--- src/rtl/dec8_counter_latch.sv ---
module dec8_counter_latch #(
  parameter int DIGITS      = 8,
  parameter int TEST_DIGIT  = 2,
  parameter int SYNC_STAGES = 2
) (
  input  logic                  clk,
  input  logic                  rst_n,
  input  logic                  cnt_in,
  input  logic                  tst_in,
  input  logic                  ovf_in,
  input  logic                  clr_n,
  input  logic                  ld_n,
  output logic [4*DIGITS-1:0]   bcd_q,
  output logic [2:0]            msb_top,
  output logic                  ovf_q
);
  localparam int W   = 4 * DIGITS;
  localparam int NIN = 5;
  localparam logic [NIN-1:0] IDLE = 5'b11000;

  logic [NIN-1:0] raw, cur;
  logic [NIN-1:0] stage [SYNC_STAGES];
  logic [2:0]     last;
  logic           cnt_fe, tst_fe, ovf_fe, clr_low, ld_low;
  logic [W-1:0]   cnt_q, step1, cnt_d;
  logic           ovf_ff;

  function automatic logic [W-1:0] bump(input logic [W-1:0] v, input int from);
    logic [W-1:0] r;
    logic c;
    r = v;
    c = 1'b1;
    for (int i = 0; i < DIGITS; i++) begin
      if (i >= from && c) begin
        if (r[4*i +: 4] == 4'd9) r[4*i +: 4] = 4'd0;
        else begin
          r[4*i +: 4] = r[4*i +: 4] + 4'd1;
          c = 1'b0;
        end
      end
    end
    return r;
  endfunction

  function automatic logic digits_ok(input logic [W-1:0] v);
    logic ok;
    ok = 1'b1;
    for (int i = 0; i < DIGITS; i++)
      if (v[4*i +: 4] > 4'd9) ok = 1'b0;
    return ok;
  endfunction

  assign raw = {ld_n, clr_n, ovf_in, tst_in, cnt_in};

  always_ff @(posedge clk or negedge rst_n) begin
    if (!rst_n) begin
      for (int s = 0; s < SYNC_STAGES; s++) stage[s] <= IDLE;
      last <= IDLE[2:0];
    end else begin
      stage[0] <= raw;
      for (int s = 1; s < SYNC_STAGES; s++) stage[s] <= stage[s-1];
      last <= cur[2:0];
    end
  end

  assign cur     = stage[SYNC_STAGES-1];
  assign cnt_fe  = last[0] & ~cur[0];
  assign tst_fe  = last[1] & ~cur[1];
  assign ovf_fe  = last[2] & ~cur[2];
  assign clr_low = ~cur[3];
  assign ld_low  = ~cur[4];

  assign step1 = cnt_fe ? bump(cnt_q, 0) : cnt_q;
  assign cnt_d = tst_fe ? bump(step1, TEST_DIGIT) : step1;

  always_ff @(posedge clk or negedge rst_n) begin
    if (!rst_n)       cnt_q <= '0;
    else if (clr_low) cnt_q <= '0;
    else              cnt_q <= cnt_d;
  end

  always_ff @(posedge clk or negedge rst_n) begin
    if (!rst_n)       ovf_ff <= 1'b0;
    else if (clr_low) ovf_ff <= 1'b0;
    else if (ovf_fe)  ovf_ff <= 1'b1;
  end

  always_ff @(posedge clk or negedge rst_n) begin
    if (!rst_n) begin
      bcd_q <= '0;
      ovf_q <= 1'b0;
    end else if (ld_low) begin
      bcd_q <= cnt_q;
      ovf_q <= ovf_ff;
    end
  end

  assign msb_top = {cnt_q[W-1], cnt_q[W-5], cnt_q[W-9]};

  AST_BCD_LEGAL: assert property (@(posedge clk) disable iff (!rst_n) digits_ok(cnt_q));
  AST_IDLE_HOLD: assert property (@(posedge clk) disable iff (!rst_n) (!clr_low && !cnt_fe && !tst_fe) |=> $stable(cnt_q));
  AST_CLR_WINS: assert property (@(posedge clk) disable iff (!rst_n) clr_low |=> (cnt_q == '0) && !ovf_ff);
  AST_OVF_SET: assert property (@(posedge clk) disable iff (!rst_n) (!clr_low && ovf_fe) |=> ovf_ff);
  AST_OVF_STICKY: assert property (@(posedge clk) disable iff (!rst_n) (!clr_low && ovf_ff) |=> ovf_ff);
  AST_LOAD_COPY: assert property (@(posedge clk) disable iff (!rst_n) ld_low |=> (bcd_q == $past(cnt_q)) && (ovf_q == $past(ovf_ff)));
  AST_LATCH_HOLD: assert property (@(posedge clk) disable iff (!rst_n) !ld_low |=> $stable(bcd_q) && $stable(ovf_q));
  AST_LOW_DIGITS_KEEP: assert property (@(posedge clk) disable iff (!rst_n) (!clr_low && !cnt_fe && tst_fe) |=> cnt_q[4*TEST_DIGIT-1:0] == $past(cnt_q[4*TEST_DIGIT-1:0]));
endmodule

--- config.mk ---
export PLATFORM = sky130hd
export DESIGN_NAME = dec8_counter_latch
export DESIGN_NICKNAME = d
export VERILOG_FILES = /design/src/rtl/dec8_counter_latch.sv
export SDC_FILE = /design/constraint.sdc
export NUM_CORES = 1
export LEC_CHECK = 0
export BUFFER_PORTS_ARGS = -buffer_cell sky130_fd_sc_hd__buf_2
export CORE_AREA = 2 2 94 96
export DETAILED_ROUTE_END_ITERATION = 8
export DIE_AREA = 0 0 96 98
export GPL_TIMING_DRIVEN = 0
export HOLD_SLACK_MARGIN = 0.1
export MAX_ROUTING_LAYER = met4
export PLACE_DENSITY_LB_ADDON = 0.05
export RECOVER_POWER = 25
export SYNTH_ARGS = -nofsm -noshare
export SYNTH_HDL_FRONTEND = slang
export SYNTH_SLANG_ARGS = --single-unit
--- constraint.sdc ---
create_clock -name clk -period 3.03 [get_ports clk]
set_clock_uncertainty 0.05 [all_clocks]
set_input_delay 0.1515 -clock clk [delete_from_list [all_inputs] [get_ports clk]]
set_output_delay 0.1515 -clock clk [all_outputs]
set_load 0.01 [all_outputs]
# == Yosys cells after proc, flatten, opt, wreduce, memory -nomap -nowiden ==
# Cells that the tools add are included.
# totals
mem_count,0
mem_bits_rw,0
in_bits,7
latch_bits,0
elab_cells,95
regBits,79
rom_bits,0
# classes
magnitude_cmp,0
multipliers,0
add_sub_neg,14
shifts,0
bitwise,6
muxes,53
div_mod_pow,0
reduce_logical,0
n_eq_ne,15
# op_table
cell,count
4-bit two-way mux,26
32-bit two-way mux,3
"4-bit by 1-bit adder with 4-bit output, second input constant",14
"4-bit == test, second input constant",14
1-bit two-way mux,24
1-bit AND,3
1-bit NOT,3
"2-bit by 1-bit != test with 1-bit output, second input constant",1

# == Logic depth before layout (Yosys ltp) ==
# Gate-level depths: netlist of the first run.
# depth
ltp_word,19
depth_mapped,16
mapped_depth_nobuf,14

# == Least setup slack after synthesis of the first run ==
# No wires, ideal clock.
# synth_timing
path_kind,reg-to-reg
startpoint,register cnt_q[1]
endpoint,register cnt_q[23]
synth_period_minus_slack_ns,2.992
stages_incl_launch_ff,15
required_ns,2.902
arrival_time_ns,2.864
path_buffers,3
setup_slack_ns,0.038
path_cell_list,dfrtp_1 inv_1 ha_1 and3b_1 buf_2 buf_4 nand4_1 o21ai_0 ha_1 and4_1 and2_1 buf_4 nand4_4 or4_1 a21oi_1
# synth_between
elab_chain_cells,13
word_cells_on_any_way,25
classes_between,add/sub: 1; eq/ne: 5; mux: 19
# synth_lines
element,line_no,text
from (decl),25,"logic [W-1:0] cnt_q, step1, cnt_d;"
from (signal assigned),79,else cnt_q <= cnt_d;
4-bit == test (*),35,if (r[4*i +: 4] == 4'd9) r[4*i +: 4] = 4'd0;
1-bit two-way mux (*),35,
1-bit two-way mux (*),34,if (i >= from && c) begin
1-bit two-way mux,34,
1-bit two-way mux or 4-bit two-way mux (tied branches),34,
1-bit two-way mux (tied with other cells),34,
4-bit two-way mux (tied with other cells),34,
32-bit two-way mux (*),73,"assign step1 = cnt_fe ? bump(cnt_q, 0) : cnt_q;"
4-bit by 1-bit adder with 4-bit output (tied with other cells),37,r[4*i +: 4] = r[4*i +: 4] + 4'd1;
4-bit two-way mux or 1-bit two-way mux (tied branches),"35, 34",
4-bit two-way mux,34,
32-bit two-way mux (*),74,"assign cnt_d = tst_fe ? bump(step1, TEST_DIGIT) : step1;"
32-bit two-way mux (*),78,else if (clr_low) cnt_q <= '0;
# Every way passes the cells marked *; elsewhere a longest branch is shown, timed or not.
# A chain may end at the register's enable or synchronous reset.

# == Worst setup path in the final report of the first run ==
# layout_timing
startpoint,register cnt_q[5]
endpoint,register cnt_q[28]
# layout_between
elab_chain_cells,15
word_cells_on_any_way,35
classes_between,add/sub: 1; eq/ne: 7; mux: 27
# layout_lines
element,line_no
4-bit == test (*),35
1-bit two-way mux (*),35
1-bit two-way mux (*),34
1-bit two-way mux,34
1-bit two-way mux or 4-bit two-way mux (tied branches),34
1-bit two-way mux (tied with other cells) (3 in series),34
4-bit two-way mux (tied with other cells),34
32-bit two-way mux (*),73
4-bit by 1-bit adder with 4-bit output (tied with other cells),37
4-bit two-way mux or 1-bit two-way mux (tied branches),"35, 34"
4-bit two-way mux,34
32-bit two-way mux (*),74
32-bit two-way mux (*),78
# Marked as above.

==> results of run 1 <==
-- worst register-to-register path: cells and delay by family, from the launching register on --
family                     cells  cell delay, ns
and+or+nand+nor                6            1.44
AOI/OAI and AO/OA              3            0.41
DFF                            1            0.40
adders and majority gates      2            0.32
buffers and inverters          3            0.28
-- per-layer routing --
metal / up-vias / GRT usage
met4: 0 / 0.0791
met3: 15 / 0.0486
met5: - / -
met2: 66 / 0.358
met1: 1782 / 0.339
li1: 1770 / -
-- cells in the mapped netlist, drive strengths merged, types with 3 or more instances --
master,count
nand3,16
xnor2,9
o21ai,26
and2,4
nor3,18
dfrtp,75
and4,8
a31oi,4
o21a,5
nand3b,4
mux2i,9
o2111a,3
nor2,35
or4,4
ha,25
and3b,7
clkbuf,13
dfstp,4
a21oi,22
nor2b,5
buf,13
nand4,9
and3,5
a2111oi,3
nand2b,8
or3,3
inv,20
mux2,26
a21o,3
nand2,38
-- flip-flops by register name, summed over array words and instances, names as in the netlist --
name	count
stage	5
cnt_q	32
ovf_ff	1
bcd_q	32
ovf_q	1
cur	5
last	3
-- layout make-up --
cell class	instances	share of cell area
Multi-Input combinational cell	324	0.449
Clock inverter	6	0.00685
Clock buffer	10	0.0233
Buffer	22	0.0281
Timing Repair Buffer	76	0.0911
Inverter	21	0.0144
Tap cell	108	0.0247
Sequential cell	79	0.362
-- kinds of logic after synthesis --
| logic type | count (synthesis) |
|---|---|
| and+or+nand+nor | 171 |
| AOI/OAI and AO/OA | 84 |
| DFF | 79 |
| buffers and inverters | 47 |
| muxes | 35 |
| adders and majority gates | 25 |
| xor gates and xnor gates | 9 |
-- cell usage in the layout (no fill, tap or decap), types with 4 or more instances in the layout --
master / instances
dfrtp_1: 72
ha_2: 4
nand3b_1: 4
nor2b_1: 5
nand4_1: 8
xnor2_1: 8
nor3_1: 16
nand3_1: 15
clkbuf_8: 9
o21a_1: 5
nand2_1: 38
inv_1: 17
and3b_1: 4
clkbuf_1: 12
dfstp_2: 4
a21oi_1: 18
dlygate4sd3_1: 6
nand2b_1: 6
buf_6: 5
and4_1: 6
buf_4: 32
ha_1: 18
nor2_1: 32
buf_2: 41
and2_1: 4
o21ai_0: 21
mux2_2: 26
and3_1: 4
mux2i_1: 6
-- power groups by stage --
stage / Sequential [uW] / Combinational, uW / Clock (uW)
global placement: 1100 / 97.3 / 0
global route: 1090 / 138 / 764
CTS: 1080 / 116 / 714
floorplan: 1110 / 47.0 / 0
finish: 1080 / 124 / 691
detailed placement: 1100 / 105 / 0
-- per-stage QoR --
stage	setup slack, ns	instance area [um^2]
after detailed placement	-0.667	4830
after global routing	-0.0645	5480
after CTS	0.000565	5240
final	0.0361	5480
after floorplan	0.0384	4450
after global placement	-0.580	4800
-- path summary, 6_finish.rpt --
check / endpoint / from / depth (start not counted)
min: cur[2] / stage[7] / 0
max: cnt_q[28] / cnt_q[5] / 14
max in group asynchronous: stage[9] / rst_n / 3
max reg2reg: cnt_q[28] / cnt_q[5] / 14
min reg2reg: cur[2] / stage[7] / 0
min in group asynchronous: bcd_q[16] / rst_n / 2
-- repair_timing --
item	in CTS	in global routing
pin swaps	6	11
hold buffers	6	0
buffers inserted	10	17
hold endpoints to repair	82	0
gates resized for setup	37	31
endpoints found under the setup margin	18	17
==> flow_summary_export.csv, run 1 <==
group,metric,value,unit
clock_network,cts_made_buffers,9,
pwr,p_per_area,346,mW/mm^2
drt,met1Wirelength,5050,um
floorplan,die-area,0.00941,mm^2
worst_setup_path,cp_max_fo,7,
clock_network,cts_tree,"built",
pwr,p_sw_frac,0.255,
clock_network,clockBufferDepth,2,
flow_run,maxCapViolations,0,
placed_design,dpl.cell_count,601,
min_path,hold_path_class,"flop to flop",
timing,holdWs,0.302,ns
global_route,grt_pass1_vias,3487,
floorplan,num_rows,34,
floorplan,initial_core_util,0.526,
drt,top_layer,"met4",
placed_design,dpl.hpwl,7220,um
yosys,yosys.area_share.simple,0.210,
worst_setup_path,crit_buf_inv,3,
finish,fillers,740,
pwr,p_int,1420,uW
yosys,synthAdderAreaFrac,0.0702,
pwr,seqPwrFrac,0.571,
drt,drt_first_pass_iters,5,
finish,finalNonFillerCells,646,
placed_design,port_buffers,42,
global_route,grtUsageTotal,0.244,
finish,antenna_cells,0,
placed_design,gp_congestion,0.927,
timing,setup_viol_count_final,0,
global_route,grt_pass1_wl,17300,um
floorplan,dieWidth,96,um
drt,num_vias,3633,
finish,area_growth,23.1,%
worst_setup_path,critPathTopFamily,"simple AND/OR/NAND/NOR gates",
finish,fin_nets,565,
floorplan,fp.dieH,98,um
drt,via_per_inst,5.62,
clock_network,cts_sinks,79,
timing,rsz0062_at_grt,"yes",
worst_setup_path,endpoint_kind,"flop",
timing,tns,0,ns
finish,utilization,0.648,
timing,max-slew-margin-rel,0.0402,
timing,hold_violations,0,
yosys,synth-seq-cells,79,
yosys,postSynth.asyncResetShare,1.00,
global_route,grt_max_degree,56,
yosys,synth_ff_type,"dfrtp_1",
drt,route.met3.wl,329,um
yosys,synth-edff-count,0,
pwr,clockPowerShare,0.364,
global_route,antenna_found_initial,0,
yosys,synth_area,0.00445,mm^2
timing,fin_crit_sh,0.988,
yosys,synth_top_family_by_area,"simple AND/OR/NAND/NOR gates",
yosys,ys_seq_area_frac,0.445,
clock_network,clock_latency,0.35,ns
timing,fmax,0.334,GHz
yosys,netlist_instances,450,
drt,met2_length,5070,um
finish,multi_input_area,0.00246,mm^2
worst_setup_path,cp.arrival,3.18,ns
drt,ant_nets,0,
timing,min_period,2.99,ns
yosys,ys.warnings.count,0,
yosys,synthMuxAreaShare,0.0860,
yosys,syn-num-nets,482,
finish,drive_gt1_frac,0.325,
clock_network,clk_pin_slew,0.08,ns
pwr,leakagePower,0.00258,uW
clock_network,cts_root_buf,"clkbuf_8",
worst_setup_path,crit_type,"flop to flop",
floorplan,io_pins,43,
yosys,synth.distinct_cells,59,
yosys,yosys.area.top_type,"dfrtp_1",
global_route,grt-ovfl-total,0,
drt,drt_iter0_drc,155,
worst_setup_path,crit_chain,"inv_2 > ha_4 > and3b_1 > buf_6 > nand4_1 > or3_4 > o21ai_4 > inv_1 > ha_2 > and3_4 > a21oi_4 > nand2b_4 > o21ai_0 > and3_1",
clock_network,cts_max_level,3,
finish,regArea,0.00199,mm^2
pwr,share_comb_of_total_power,0.065,
worst_setup_path,regToRegSetupSlack,0.04,ns
worst_setup_path,cp_slowest_stage_delay,0.49,ns
yosys,synth.area.top_cells,"dfrtp_1 42%, ha_1 7.0%, mux2_2 6.6%",
pwr,ir_drop,0.235,mV
yosys,yosysTopAreaCellShare,0.421,
floorplan,core,0.00847,mm^2
yosys,synth-compound-area-share,0.124,
drt,wire_per_inst,16.5,um
drt,drcViolationCount,0,
timing,maxSlewViolCount,0,
worst_setup_path,critPathSlowestCell,"or3_4",
worst_setup_path,crit_path_start_kind,"flop",
yosys,synthXorXnorAreaFrac,0.0177,
run_status,status,"complete, no violations",
worst_setup_path,crit_required,3.21,ns
pwr,p_total,1900,uW
pwr,switchingPower,484,uW
timing,worst_pin_slew,1.44,ns
drt,routed_wl,10600,um
yosys,synth.avg_cell_area,9.90,um^2
No activity file was read; power rests on OpenSTA's default activity.
==> run 2: changes to the inputs <==
--- a/config.mk
+++ b/config.mk
@@ -6,9 +6,11 @@
 export NUM_CORES = 1
 export LEC_CHECK = 0
 export BUFFER_PORTS_ARGS = -buffer_cell sky130_fd_sc_hd__buf_2
-export CORE_AREA = 2 2 94 96
+export CELL_PAD_IN_SITES_DETAIL_PLACEMENT = 1
+export CELL_PAD_IN_SITES_GLOBAL_PLACEMENT = 1
+export CORE_AREA = 2 2 106 108
 export DETAILED_ROUTE_END_ITERATION = 8
-export DIE_AREA = 0 0 96 98
+export DIE_AREA = 0 0 108 110
 export GPL_TIMING_DRIVEN = 0
 export HOLD_SLACK_MARGIN = 0.1
 export MAX_ROUTING_LAYER = met4
==> run 2 against run 1 <==
  * The run now ends with capacitance limit, slew limit left
  * Via count grew 3.8%
  * Critical path depth is 1 higher
  * Maximum frequency rose by 0.54%
  * Hold slack better by 0.0035 ns
  * Clock power grew 17%
  * Total power grew 6.3%
  * Register-to-register slack better by 0.02 ns
  * First-iteration DRC count shrank 34%
  * Largest power group unchanged
==> flow_summary_export.csv, run 2 (synthesized netlist as in run 1, its figures left out) <==
group,metric,value,unit
clock_network,cts_root_buf,"clkbuf_8",
pwr,p_per_area,358,mW/mm^2
finish,drive_gt1_frac,0.342,
clock_network,clockBufferDepth,2,
timing,min_period,2.98,ns
floorplan,num_rows,38,
timing,rsz0062_at_grt,"yes",
timing,tns,0,ns
placed_design,dpl.hpwl,8570,um
min_path,hold_depth,0,
worst_setup_path,critPathTopFamily,"simple AND/OR/NAND/NOR gates",
flow_run,maxCapViolations,1,
drt,via_per_inst,5.50,
finish,mostFrequentLayoutCells,"74 x dfrtp_1, 42 x buf_2, 41 x buf_4",
worst_setup_path,rr_startpoint,"cnt_q[5]",
finish,antenna_cells,0,
global_route,grtUsageTotal,0.225,
finish,utilization,0.527,
timing,hold_violations,0,
drt,route.met3.wl,352,um
drt,drt_iter0_drc,103,
worst_setup_path,cp.arrival,3.20,ns
floorplan,die-area,0.0119,mm^2
timing,maxSlewViolCount,31,
floorplan,fp.dieH,110,um
drt,met1Wirelength,5870,um
drt,ant_nets,0,
global_route,grt_pass1_wl,19800,um
clock_network,clock_latency,0.36,ns
worst_setup_path,endpoint_kind,"flop",
timing,setup_viol_count_final,0,
min_path,whs_endpoint,"cur[1]",
clock_network,cts_sinks,79,
finish,layout_commonest_cell,"dfrtp_1",
floorplan,core,0.0107,mm^2
clock_network,cts_tree,"built",
worst_setup_path,crit_buf_inv,4,
placed_design,postPlaceCellArea,0.00487,mm^2
worst_setup_path,regToRegSetupSlack,0.05,ns
worst_setup_path,cp_slowest_stage_delay,0.41,ns
drt,drt_first_pass_iters,4,
worst_setup_path,reg2regPathDepth,15,
pwr,leakagePower,0.00269,uW
run_status,failed_checks,"capacitance limit, slew limit",
min_path,hold_path_class,"flop to flop",
min_path,hold_start,"stage[6]",
timing,max-slew-margin-rel,-0.170,
timing,fmax,0.336,GHz
placed_design,gp_congestion,0.832,
global_route,grt-ovfl-total,0,
worst_setup_path,reg2reg_to,"cnt_q[27]",
global_route,grt_pass1_vias,3827,
timing,worst_pin_slew,1.76,ns
finish,stdcell_area,0.00564,mm^2
finish,top_regs,"bcd_q (32), cnt_q (32)",
worst_setup_path,crit_path_start_kind,"flop",
drt,top_layer,"met4",
timing,fin_crit_sh,0.983,
finish,area_growth,26.6,%
floorplan,initial_core_util,0.416,
worst_setup_path,critPathSlowestCell,"or3_4",
worst_setup_path,crit_chain,"inv_2 > ha_4 > and3b_2 > buf_6 > nand4_1 > buf_4 > or3_4 > o21ai_4 > inv_2 > ha_4 > and3_4 > a21oi_4 > nand2b_4 > o21ai_4 > nor3_1",
floorplan,io_pins,43,
run_status,status,"complete, but fails checks",
drt,met2_length,6070,um
drt,drcViolationCount,0,
clock_network,cts_max_level,3,
worst_setup_path,crit_required,3.26,ns
drt,routed_wl,12600,um
drt,wire_per_inst,18.4,um
clock_network,cts_made_buffers,9,
global_route,antenna_found_initial,0,
placed_design,port_buffers,42,
floorplan,dieWidth,108,um
drt,num_vias,3772,
finish,fin_nets,573,
pwr,ir_drop,0.201,mV
clock_network,clk_pin_slew,0.09,ns
global_route,grt_max_degree,51,
worst_setup_path,crit_type,"flop to flop",
worst_setup_path,cp_max_fo,7,
==> run 2: cell types whose count changed in the layout (fill, tap and decap cells not counted), moves of 2 or more <==
| cell | delta |
|---|---|
| buf_4 | +9 |
| clkbuf_1 | -2 |
| dfrtp_1 | +2 |
| dfrtp_2 | -2 |
| mux2_2 | -2 |
| mux2_4 | +2 |
| nand3_1 | -2 |
| nand3_2 | +2 |
==> run 2: metrics by stage <==
step | power [uW] | hold slack (ns) | setup slack [ns] | std cells
detailed placement | 1220 | 0.0831 | -0.769 | 633
global placement | 1210 | 0.206 | -0.775 | 632
floorplan | 1150 | -0.194 | 0.0384 | 450
finish | 2020 | 0.306 | 0.0522 | 686
CTS | 2040 | 0.231 | 0.00798 | 669
global route | 2100 | 0.312 | -0.0537 | 686
==> run 2: worst max path at each step <==
| stage | start | end | slack (ns) | cells past startpoint |
|---|---|---|---|---|
| after floorplan | cnt_q[1] | cnt_q[23] | 0.04 | 14 |
| after global placement | cnt_q[5] | cnt_q[30] | -0.78 | 13 |
| after detailed placement | cnt_q[5] | cnt_q[30] | -0.77 | 13 |
| after CTS | cnt_q[5] | cnt_q[30] | 0.008 | 14 |
| after global routing | cnt_q[5] | cnt_q[30] | -0.05 | 15 |
| final | cnt_q[5] | cnt_q[27] | 0.05 | 15 |
==> run 2: what timing repair did <==
item | 4_1_cts | 5_1_grt
hold endpoints to repair | 66 | 0
gates cloned | 0 | 0
hold buffers | 6 | 0
setup buffers | 18 | 18
endpoints found under the setup margin | 18 | 17
pin swaps | 9 | 13
gates resized for setup | 39 | 34
==> run 2: layout make-up <==
cell class              instances  area [um^2]
clock buffers                  10          138
repair buffers                 85          547
inverters                      21         78.8
plain buffers                  21          148
flip-flops and latches         79         1980
fillers                      1230         5060
well taps                     140          175
clock inverters                 6         60.1
multi-input cells             324         2510
==> run 2: power by group <==
group | internal (uW) | total (uW) | switching [uW]
sequential | 1070 | 1080 | 10.4
combinational | 45.3 | 125 | 79.8
clock | 399 | 810 | 411
total | 1520 | 2020 | 501
==> run 2: worst reg2reg max path: cells and delay by family, from the launching register on <==
| kind | cells | cell delay, ns |
|---|---|---|
| fa+ha+maj | 2 | 0.28 |
| simple gates | 6 | 1.32 |
| compound gates | 3 | 0.41 |
| buf+inv | 4 | 0.45 |
| flops | 1 | 0.40 |
==> run 2: per-layer routing <==
layer / vias up / track usage
li1: 1788 / -
met1: 1905 / 0.291
met2: 58 / 0.366
met3: 21 / 0.0364
met4: 0 / 0.0659
met5: - / -
==> run 3: changes to the inputs <==
--- a/config.mk
+++ b/config.mk
@@ -8,9 +8,9 @@
 export BUFFER_PORTS_ARGS = -buffer_cell sky130_fd_sc_hd__buf_2
 export CELL_PAD_IN_SITES_DETAIL_PLACEMENT = 1
 export CELL_PAD_IN_SITES_GLOBAL_PLACEMENT = 1
-export CORE_AREA = 2 2 106 108
+export CORE_AREA = 3 3 99 101
 export DETAILED_ROUTE_END_ITERATION = 8
-export DIE_AREA = 0 0 108 110
+export DIE_AREA = 0 0 102 104
 export GPL_TIMING_DRIVEN = 0
 export HOLD_SLACK_MARGIN = 0.1
 export MAX_ROUTING_LAYER = met4
==> constraint.sdc (replaced) <==
create_clock -name clk -period 3.8 [get_ports clk]
set_clock_uncertainty 0.05 [all_clocks]
set_input_delay 0.19 -clock clk [delete_from_list [all_inputs] [get_ports clk]]
set_output_delay 0.19 -clock clk [all_outputs]
set_load 0.01 [all_outputs]
==> run 3 against run 2 <==
  * The flow still finishes with violations (capacitance limit, slew limit)
  * Count of clock-buffer cells in the layout decreased by 1
  * Total power decreased by 18%
  * Combinational power decreased by 30%
  * Hold slack improved by 0.0090 ns
  * Largest power group unchanged
  * Utilization increased by 3.5 points
  * Clock power decreased by 14%
  * Critical path depth unchanged
  * Die area decreased by 11%
==> flow_summary_export.csv, run 3 (synthesized netlist as in run 1, its figures left out) <==
group,metric,value,unit
run_status,failed_checks,"capacitance limit, slew limit",
drt,met1Wirelength,5380,um
clock_network,cts_made_buffers,9,
floorplan,dieWidth,102,um
pwr,leakagePower,0.00246,uW
finish,finalNonFillerCells,627,
drt,routed_wl,11500,um
placed_design,postPlaceCellArea,0.00482,mm^2
timing,rsz0062_at_grt,"no",
worst_setup_path,crit_path_start_kind,"flop",
pwr,seqPwrFrac,0.524,
worst_setup_path,critPathSlowestCell,"or3_1",
timing,fin_crit_sh,0.929,
global_route,grt_max_degree,44,
placed_design,dpl.hpwl,8390,um
finish,regArea,0.00198,mm^2
floorplan,num_rows,35,
drt,met2_length,5600,um
clock_network,cts_root_buf,"clkbuf_8",
drt,via_per_inst,5.80,
drt,drcViolationCount,0,
placed_design,gp_congestion,0.871,
drt,route.met3.wl,312,um
clock_network,cts_tree,"built",
pwr,p_total,1650,uW
pwr,share_comb_of_total_power,0.053,
worst_setup_path,crit_type,"flop to flop",
clock_network,clock_latency,0.37,ns
timing,holdWs,0.315,ns
drt,top_layer,"met4",
global_route,antenna_found_initial,0,
clock_network,clockBufferDepth,2,
finish,area_growth,15.0,%
timing,setup_viol_count_final,0,
drt,drt_iter0_drc,111,
timing,hold_violations,0,
timing,worst_pin_slew,2.17,ns
drt,drt_first_pass_iters,4,
placed_design,port_buffers,42,
global_route,grt_pass1_wl,19000,um
pwr,ir_drop,0.170,mV
global_route,grtUsageTotal,0.234,
timing,maxSlewViolCount,37,
finish,drive_gt1_frac,0.211,
floorplan,fp.dieH,104,um
placed_design,dpl.cell_count,604,
finish,stdcell_area,0.00512,mm^2
floorplan,core,0.00911,mm^2
clock_network,clk_pin_slew,0.10,ns
pwr,switchingPower,438,uW
worst_setup_path,crit_required,4.03,ns
drt,wire_per_inst,18.3,um
clock_network,cts_max_level,3,
pwr,clockPowerShare,0.423,
finish,multi_input_area,0.00227,mm^2
min_path,hold_path_class,"flop to flop",
finish,antenna_cells,0,
pwr,p_sw_frac,0.265,
timing,min_period,3.53,ns
finish,mostFrequentLayoutCells,"75 x dfrtp_1, 46 x buf_2, 38 x nand2_1",
timing,max-slew-margin-rel,-0.446,
finish,top_regs,"bcd_q (32), cnt_q (32)",
finish,fillers,1047,
global_route,grt-ovfl-total,0,
worst_setup_path,cp_slowest_stage_delay,0.47,ns
finish,layout_commonest_cell,"dfrtp_1",
timing,tns,0,ns
worst_setup_path,crit_chain,"inv_1 > ha_1 > and3b_1 > buf_2 > buf_4 > nand2_1 > or3_1 > nand2_1 > o21ai_0 > ha_1 > and3_1 > a21oi_2 > nand2b_1 > o21ai_1 > nor3_1",
drt,num_vias,3636,
floorplan,die-area,0.0106,mm^2
clock_network,cts_sinks,79,
run_status,status,"complete, but fails checks",
finish,fin_nets,543,
drt,ant_nets,0,
pwr,p_per_area,323,mW/mm^2
worst_setup_path,cp_max_fo,10,
worst_setup_path,endpoint_kind,"flop",
worst_setup_path,cp.arrival,3.76,ns
flow_run,maxCapViolations,1,
floorplan,initial_core_util,0.489,
floorplan,io_pins,43,
pwr,p_int,1210,uW
timing,fmax,0.283,GHz
global_route,grt_pass1_vias,3710,
run 3: path summary, 6_finish.rpt:
check                      startpoint   endpoint  slack [ns]  cells after the start
max                          cnt_q[1]  cnt_q[25]        0.27                     15
min                          stage[7]     cur[2]        0.31                      0
max reg2reg                  cnt_q[1]  cnt_q[25]        0.27                     15
min reg2reg                  stage[7]     cur[2]        0.31                      0
max in group asynchronous       rst_n   cnt_q[3]        1.50                      2
min in group asynchronous       rst_n   bcd_q[2]        0.95                      2
run 3: critical path: cells and delay by family, from the launching register on:
family / cells / cell delay (ns)
AOI/OAI and AO/OA: 3 / 0.51
DFF: 1 / 0.43
buffers and inverters: 3 / 0.46
and+or+nand+nor: 7 / 1.47
adders and majority gates: 2 / 0.51
run 3: stage by stage:
stage	util	setup WS, ns
floorplan	-	0.808
global placement	0.527	0.153
detailed placement	0.530	0.0766
CTS	0.561	0.0676
global route	0.562	0.00184
finish	0.562	0.271
run 3: power by group through the flow:
stage | clock network [uW] | logic [uW] | registers, uW
after CTS | 718 | 89.9 | 865
after global routing | 752 | 98.6 | 867
after detailed placement | 0 | 84.6 | 882
after global placement | 0 | 78.5 | 880
final | 699 | 87.9 | 865
after floorplan | 0 | 37.4 | 881
run 3: timing repair:
| item | 4_1_cts | 5_1_grt |
|---|---|---|
| gates resized for setup | 0 | 5 |
| hold buffers | 6 | 0 |
| pin swaps | 1 | 1 |
| buffers inserted | 1 | 0 |
| cloned | 0 | 0 |
| hold endpoints to repair | 41 | 0 |
| setup endpoints to repair | 1 | 15 |
run 3: per-layer routing:
metal | vias up | global-route usage
li1 | 1728 | -
met1 | 1824 | 0.313
met2 | 66 | 0.368
met3 | 18 | 0.0302
met4 | 0 | 0.0750
met5 | - | -
run 3: cell type report:
cell class | count | share of cell area
clock inverter | 7 | 0.0191
tap | 111 | 0.0271
buffer | 26 | 0.0257
clock buffer | 9 | 0.0242
sequential | 79 | 0.387
multi-input combinational | 324 | 0.444
inverter | 21 | 0.0154
timing repair buffer | 50 | 0.0577
